<file path="config.mk">
export PLATFORM = sky130hd
export DESIGN_NAME = ocu_pin_unit
export DESIGN_NICKNAME = d
export VERILOG_FILES = /design/src/rtl/ocu_pkg.sv /design/src/rtl/ocu_action_dec.sv /design/src/rtl/ocu_state_reg.sv /design/src/rtl/ocu_pin_mux.sv /design/src/rtl/ocu_pin_unit.sv
export SDC_FILE = /design/constraint.sdc
export NUM_CORES = 1
export LEC_CHECK = 0
export CELL_PAD_IN_SITES_DETAIL_PLACEMENT = 2
export CELL_PAD_IN_SITES_GLOBAL_PLACEMENT = 2
export CORE_AREA = 5 5 42 44
export CTS_BUF_LIST = sky130_fd_sc_hd__clkbuf_16
export DETAILED_ROUTE_END_ITERATION = 10
export DIE_AREA = 0 0 47 49
export DONT_BUFFER_PORTS = 1
export GPL_TIMING_DRIVEN = 0
export PLACE_DENSITY_LB_ADDON = 0.1
export SETUP_SLACK_MARGIN = 0.1
export SLEW_MARGIN = 25
export SYNTH_ARGS = -nofsm -noshare
export SYNTH_HDL_FRONTEND = slang
export SYNTH_SLANG_ARGS = --single-unit
</file>
<file path="constraint.sdc">
create_clock -name clk -period 0.8 [get_ports clk]
set_input_delay 0.08 -clock clk [delete_from_list [all_inputs] [get_ports clk]]
set_output_delay 0.08 -clock clk [all_outputs]
set_load 0.05 [all_outputs]
</file>
<file path="src/rtl/ocu_pkg.sv">
package ocu_pkg;

  localparam int unsigned COM_W = 2;
  localparam int unsigned WGM_W = 2;

  typedef enum logic [COM_W-1:0] {
    ACT_NONE   = 2'b00,
    ACT_TOGGLE = 2'b01,
    ACT_CLEAR  = 2'b10,
    ACT_SET    = 2'b11
  } oc_act_e;

  typedef enum logic [WGM_W-1:0] {
    WG_NORMAL = 2'b00,
    WG_CTC    = 2'b01,
    WG_PWM_F  = 2'b10,
    WG_PWM_P  = 2'b11
  } wg_mode_e;

  function automatic logic is_pwm(input logic [WGM_W-1:0] m);
    return m[1];
  endfunction

endpackage

</file>
<file path="src/rtl/ocu_action_dec.sv">
module ocu_action_dec
  import ocu_pkg::*;
(
  input  logic [COM_W-1:0] com_i,
  input  logic [WGM_W-1:0] wgm_i,
  input  logic             match_i,
  input  logic             force_i,
  output oc_act_e          act_o,
  output logic             fire_o
);

  logic pwm;
  logic trig;

  assign pwm = is_pwm(wgm_i);

  // In PWM modes only a real match triggers an update; a force is dropped.
  always_comb begin
    if (pwm) begin
      trig = match_i;
    end else begin
      trig = match_i | force_i;
    end
  end

  always_comb begin
    act_o = ACT_NONE;
    if (pwm) begin
      unique case (com_i)
        2'b10:   act_o = ACT_CLEAR;
        2'b11:   act_o = ACT_SET;
        default: act_o = ACT_NONE;
      endcase
    end else begin
      unique case (com_i)
        2'b01:   act_o = ACT_TOGGLE;
        2'b10:   act_o = ACT_CLEAR;
        2'b11:   act_o = ACT_SET;
        default: act_o = ACT_NONE;
      endcase
    end
  end

  assign fire_o = trig && (act_o != ACT_NONE);

endmodule

</file>
<file path="src/rtl/ocu_state_reg.sv">
module ocu_state_reg
  import ocu_pkg::*;
(
  input  logic    clk,
  input  logic    rst,
  input  oc_act_e act_i,
  input  logic    fire_i,
  input  logic    match_i,
  input  logic    nop_i,
  output logic    state_o,
  output logic    flag_o
);

  logic state_q;
  logic state_d;
  logic flag_q;
  logic rst_seen_q;

  always_comb begin
    state_d = state_q;
    if (fire_i) begin
      unique case (act_i)
        ACT_TOGGLE: state_d = ~state_q;
        ACT_CLEAR:  state_d = 1'b0;
        ACT_SET:    state_d = 1'b1;
        default:    state_d = state_q;
      endcase
    end
  end

  always_ff @(posedge clk) begin
    if (rst) begin
      state_q <= 1'b0;
      flag_q  <= 1'b0;
    end else begin
      state_q <= state_d;
      flag_q  <= match_i;
    end
    rst_seen_q <= rst;
  end

  assign state_o = state_q;
  assign flag_o  = flag_q;

  always @(negedge clk) begin
    if (rst_seen_q) begin
      AST_RESET_CLEAR: assert (state_q == 1'b0 && flag_q == 1'b0);
    end
  end

  AST_HOLD_ON_NOP: assert property (@(posedge clk) disable iff (rst)
    (nop_i && match_i) |=> $stable(state_q));

  AST_FLAG_FOLLOWS: assert property (@(posedge clk) disable iff (rst)
    match_i |=> flag_q);

endmodule

</file>
<file path="src/rtl/ocu_pin_mux.sv">
module ocu_pin_mux
  import ocu_pkg::*;
(
  input  logic [COM_W-1:0] com_i,
  input  logic             state_i,
  input  logic             port_data_i,
  input  logic             port_dir_i,
  output logic             pin_o,
  output logic             pin_oe_o
);

  logic override;

  // Any set action bit hands the pin data over to the compare state.
  assign override = |com_i;
  assign pin_o    = override ? state_i : port_data_i;
  assign pin_oe_o = port_dir_i;

endmodule

</file>
<file path="src/rtl/ocu_pin_unit.sv">
module ocu_pin_unit
  import ocu_pkg::*;
(
  input  logic       clk,
  input  logic       rst,
  input  logic       match_i,
  input  logic [1:0] com_i,
  input  logic       force_i,
  input  logic [1:0] wgm_i,
  input  logic       port_data_i,
  input  logic       port_dir_i,
  output logic       pin_o,
  output logic       pin_oe_o,
  output logic       oc_state_o,
  output logic       match_flag_o
);

  oc_act_e act;
  logic    fire;
  logic    state;
  logic    flag;
  logic    nop;

  assign nop = (com_i == 2'b00);

  ocu_action_dec u_dec (
    .com_i   (com_i),
    .wgm_i   (wgm_i),
    .match_i (match_i),
    .force_i (force_i),
    .act_o   (act),
    .fire_o  (fire)
  );

  ocu_state_reg u_state (
    .clk     (clk),
    .rst     (rst),
    .act_i   (act),
    .fire_i  (fire),
    .match_i (match_i),
    .nop_i   (nop),
    .state_o (state),
    .flag_o  (flag)
  );

  ocu_pin_mux u_mux (
    .com_i       (com_i),
    .state_i     (state),
    .port_data_i (port_data_i),
    .port_dir_i  (port_dir_i),
    .pin_o       (pin_o),
    .pin_oe_o    (pin_oe_o)
  );

  assign oc_state_o   = state;
  assign match_flag_o = flag;

  AST_FORCE_PWM_IGNORED: assert property (@(posedge clk) disable iff (rst)
    (force_i && wgm_i[1] && !match_i) |=> $stable(oc_state_o));

  AST_TOGGLE_ON_MATCH: assert property (@(posedge clk) disable iff (rst)
    (match_i && !wgm_i[1] && com_i == 2'b01) |=> (oc_state_o != $past(oc_state_o)));

  AST_WGM_KEEP: assert property (@(posedge clk) disable iff (rst)
    (!match_i && !force_i && wgm_i != $past(wgm_i)) |=> $stable(oc_state_o));

  AST_FLAG_NOT_FORCE: assert property (@(posedge clk) disable iff (rst)
    (force_i && !match_i) |=> !match_flag_o);

  AST_PWM_SET: assert property (@(posedge clk) disable iff (rst)
    (match_i && wgm_i[1] && com_i == 2'b11) |=> oc_state_o);

endmodule

</file>
==> impl_metrics.env <==
export IMPL_status="finished with violations"
export IMPL_violations="setup timing"
export IMPL_tightest_slew_ns=0.195
export IMPL_cts_tree="done"
export IMPL_grt_util_all_layers=0.0555
export IMPL_rsz0062_at_grt="yes"
export IMPL_cts_root_buf="clkbuf_16"
export IMPL_numCtsBuffers=3
export IMPL_finalMaxSlewViolations=0
export IMPL_port_buffers=0
export IMPL_min_period_ns=1.08
export IMPL_p_per_area_nw_per_um2=4080
export IMPL_slowest_delay_ns=0.40
export IMPL_required_ns=0.72
export IMPL_wire_per_inst_um=12.9
export IMPL_postCtsSetupBuffers=0
export IMPL_htreeDepth=1
export IMPL_crit_path_top_delay_cell="dfxtp_4"
export IMPL_cp_arrival_ns=1.00
export IMPL_fin_crit_sh=1.35
export IMPL_synth_top_area_share=0.344
export IMPL_seq_area_um2=47.5
export IMPL_clk_pin_slew_ns=0.03
export IMPL_synthXorXnorAreaFrac=0
export IMPL_synth_area_mux_share=0.0968
export IMPL_fp_dieH_um=49
export IMPL_synth_fa_ha_area_frac=0
export IMPL_synth_top_cells_by_area="dfxtp_1 34%, nand3b_1 13%, mux2_2 9.7%"
export IMPL_die_area_um2=2300
export IMPL_antenna_found_initial=0
export IMPL_reg2reg_slack_ns=-0.12
export IMPL_coreArea_um2=1400
export IMPL_multi_input_comb_area_um2=68.8
export IMPL_start_kind="register"
export IMPL_synth_seq_area_share=0.344
export IMPL_cts_sinks=2
export IMPL_ant_nets=0
export IMPL_drive_above_1_share=0.368
export IMPL_grt_pass1_vias=169
export IMPL_cp_top_family="flip-flops"
export IMPL_synth_area_um2=116
export IMPL_globalplace_congestion=0.527
export IMPL_die_w_um=47
export IMPL_grt_first_pass_wirelength_um=717
export IMPL_syn_nets=24
export IMPL_pin_count=14
export IMPL_slew_limit_headroom=0.870
export IMPL_drt_total_wl_um=452
export IMPL_synth_top_family_by_area="simple AND/OR/NAND/NOR gates"
export IMPL_yosysTopAreaCell="dfxtp_1"
export IMPL_cp_cell_sequence="mux2_4"
export IMPL_place_area_um2=144
export IMPL_critPathMaxFanout=5
export IMPL_antennaDiodeCount=0
export IMPL_synthSimpleGateAreaFrac=0.333
export IMPL_grt_start_max_net_pins=6
export IMPL_p_total_w=0.000966
export IMPL_ir_drop_mv=0.465
export IMPL_setup_ws_ns=-0.281
export IMPL_design_area_um2=236
export IMPL_cts_buffer_depth=2
export IMPL_fin_skew_ns=0
export IMPL_ys_ff_latch=2
export IMPL_setup_violations=2
export IMPL_drt_iter0_markers=0
export IMPL_syn2layout_area_growth_pct=103
export IMPL_syn_inst=14
export IMPL_ys_types=10
export IMPL_firstDrtPassIters=1
export IMPL_fillers=176
export IMPL_worst_hold_slack_ns=0.00351
export IMPL_start_util=0.0830
export IMPL_cap_violations=0
export IMPL_synth_area_per_cell_um2=8.31
export IMPL_hold_viol=0
export IMPL_crit_type="register to primary output"
export IMPL_cp_end_kind="primary output"
export IMPL_final_nets=30
export IMPL_overflow=0
export IMPL_synth_warning_count=0
export IMPL_drc_errors=0
export IMPL_vias_per_cell=3.57
export IMPL_hp_class="input port to register"
export IMPL_max_freq_mhz=925
export IMPL_p_leak_nw=0.0969
export IMPL_final_util=0.169
export IMPL_path_buf_inv=0
export IMPL_insertion_delay_ns=0.22
export IMPL_fin_tns_setup_ns=-0.396
export IMPL_synth_compound_area_share=0.129
export IMPL_num_vias=125
export IMPL_rows=14
==> per-layer routing <==
layer | vias up | wire length [um] | GRT usage
met1 | 55 | 165 | 0.0437
met4 | 0 | 19 | 0.0968
met5 | - | 0 | 0
met2 | 10 | 207 | 0.0543
met3 | 2 | 59 | 0.0517
li1 | 58 | - | -
==> final cells by class <==
class,count,area share
clock buffers,3,0.317
multi-input cells,10,0.291
flip-flops and latches,2,0.201
well taps,16,0.0847
repair buffers,1,0.0423
plain buffers,1,0.0317
clock inverters,1,0.0159
inverters,1,0.0159
==> sequential cells by signal (all words and copies together) (netlist names) <==
name and cells:
u_state.flag_o 1, u_state.state_o 1
==> worst paths after layout <==
kind                                startpoint                      endpoint  depth (start not counted)
hold / removal                         match_i     u_state.flag_o$_SDFF_PP0_                          2
setup reg to reg  u_state.state_o$_SDFFE_PP0P_  u_state.state_o$_SDFFE_PP0P_                          3
setup / recovery  u_state.state_o$_SDFFE_PP0P_                         pin_o                          1
hold reg to reg   u_state.state_o$_SDFFE_PP0P_  u_state.state_o$_SDFFE_PP0P_                          2
==> report_power, final <==
group | internal, W | switching, W
Sequential | 0.000106 | 0.0000294
Combinational | 0.0000253 | 0.0000397
Clock | 0.000643 | 0.000123
Total | 0.000774 | 0.000192
==> Yosys cell counts <==
cell type  count
nor2_1         3
dfxtp_1        2
nand3b_1       2
a31oi_1        1
buf_4          1
inv_1          1
mux2_2         1
nand2b_1       1
nor2b_1        1
o221ai_1       1
==> logic make-up (layout without fill, tap and decap cells) <==
| family | after synthesis | count (layout) |
|---|---|---|
| AO/OA/AOI/OAI | 2 | 2 |
| buffers and inverters | 2 | 7 |
| flip-flops | 2 | 2 |
| multiplexers | 1 | 1 |
| AND/OR/NAND/NOR | 7 | 7 |
==> what timing repair did <==
action	4_1_cts	5_1_grt
hold buffers	1	0
pin swaps	3	2
endpoints found under the hold margin	2	0
resized for setup	2	0
setup endpoints to repair	4	4
==> worst reg2reg max path: stages (launching register included) <==
cell      delay (ns)
dfxtp_4         0.45
nor2_1          0.07
o221ai_1        0.17
a31oi_1         0.10
==> stage by stage <==
stage / setup WS [ns] / std cells
2_1_floorplan: -0.0356 / 14
3_3_place_gp: -0.114 / 30
3_5_place_dp: -0.114 / 30
4_1_cts: -0.290 / 35
5_1_grt: -0.297 / 35
6_report: -0.281 / 35
==> placed cells by master (no fill, tap or decap) <==
cell type	netlist	final
o221ai_1	1	1
clkbuf_16	0	3
a31oi_1	1	1
dfxtp_4	0	2
nand3b_1	2	2
nor2_1	3	3
inv_1	1	2
dlygate4sd3_1	0	1
nand2b_1	1	1
buf_4	1	1
nor2b_1	1	1
mux2_4	0	1
(Power assumes the default switching activity.)
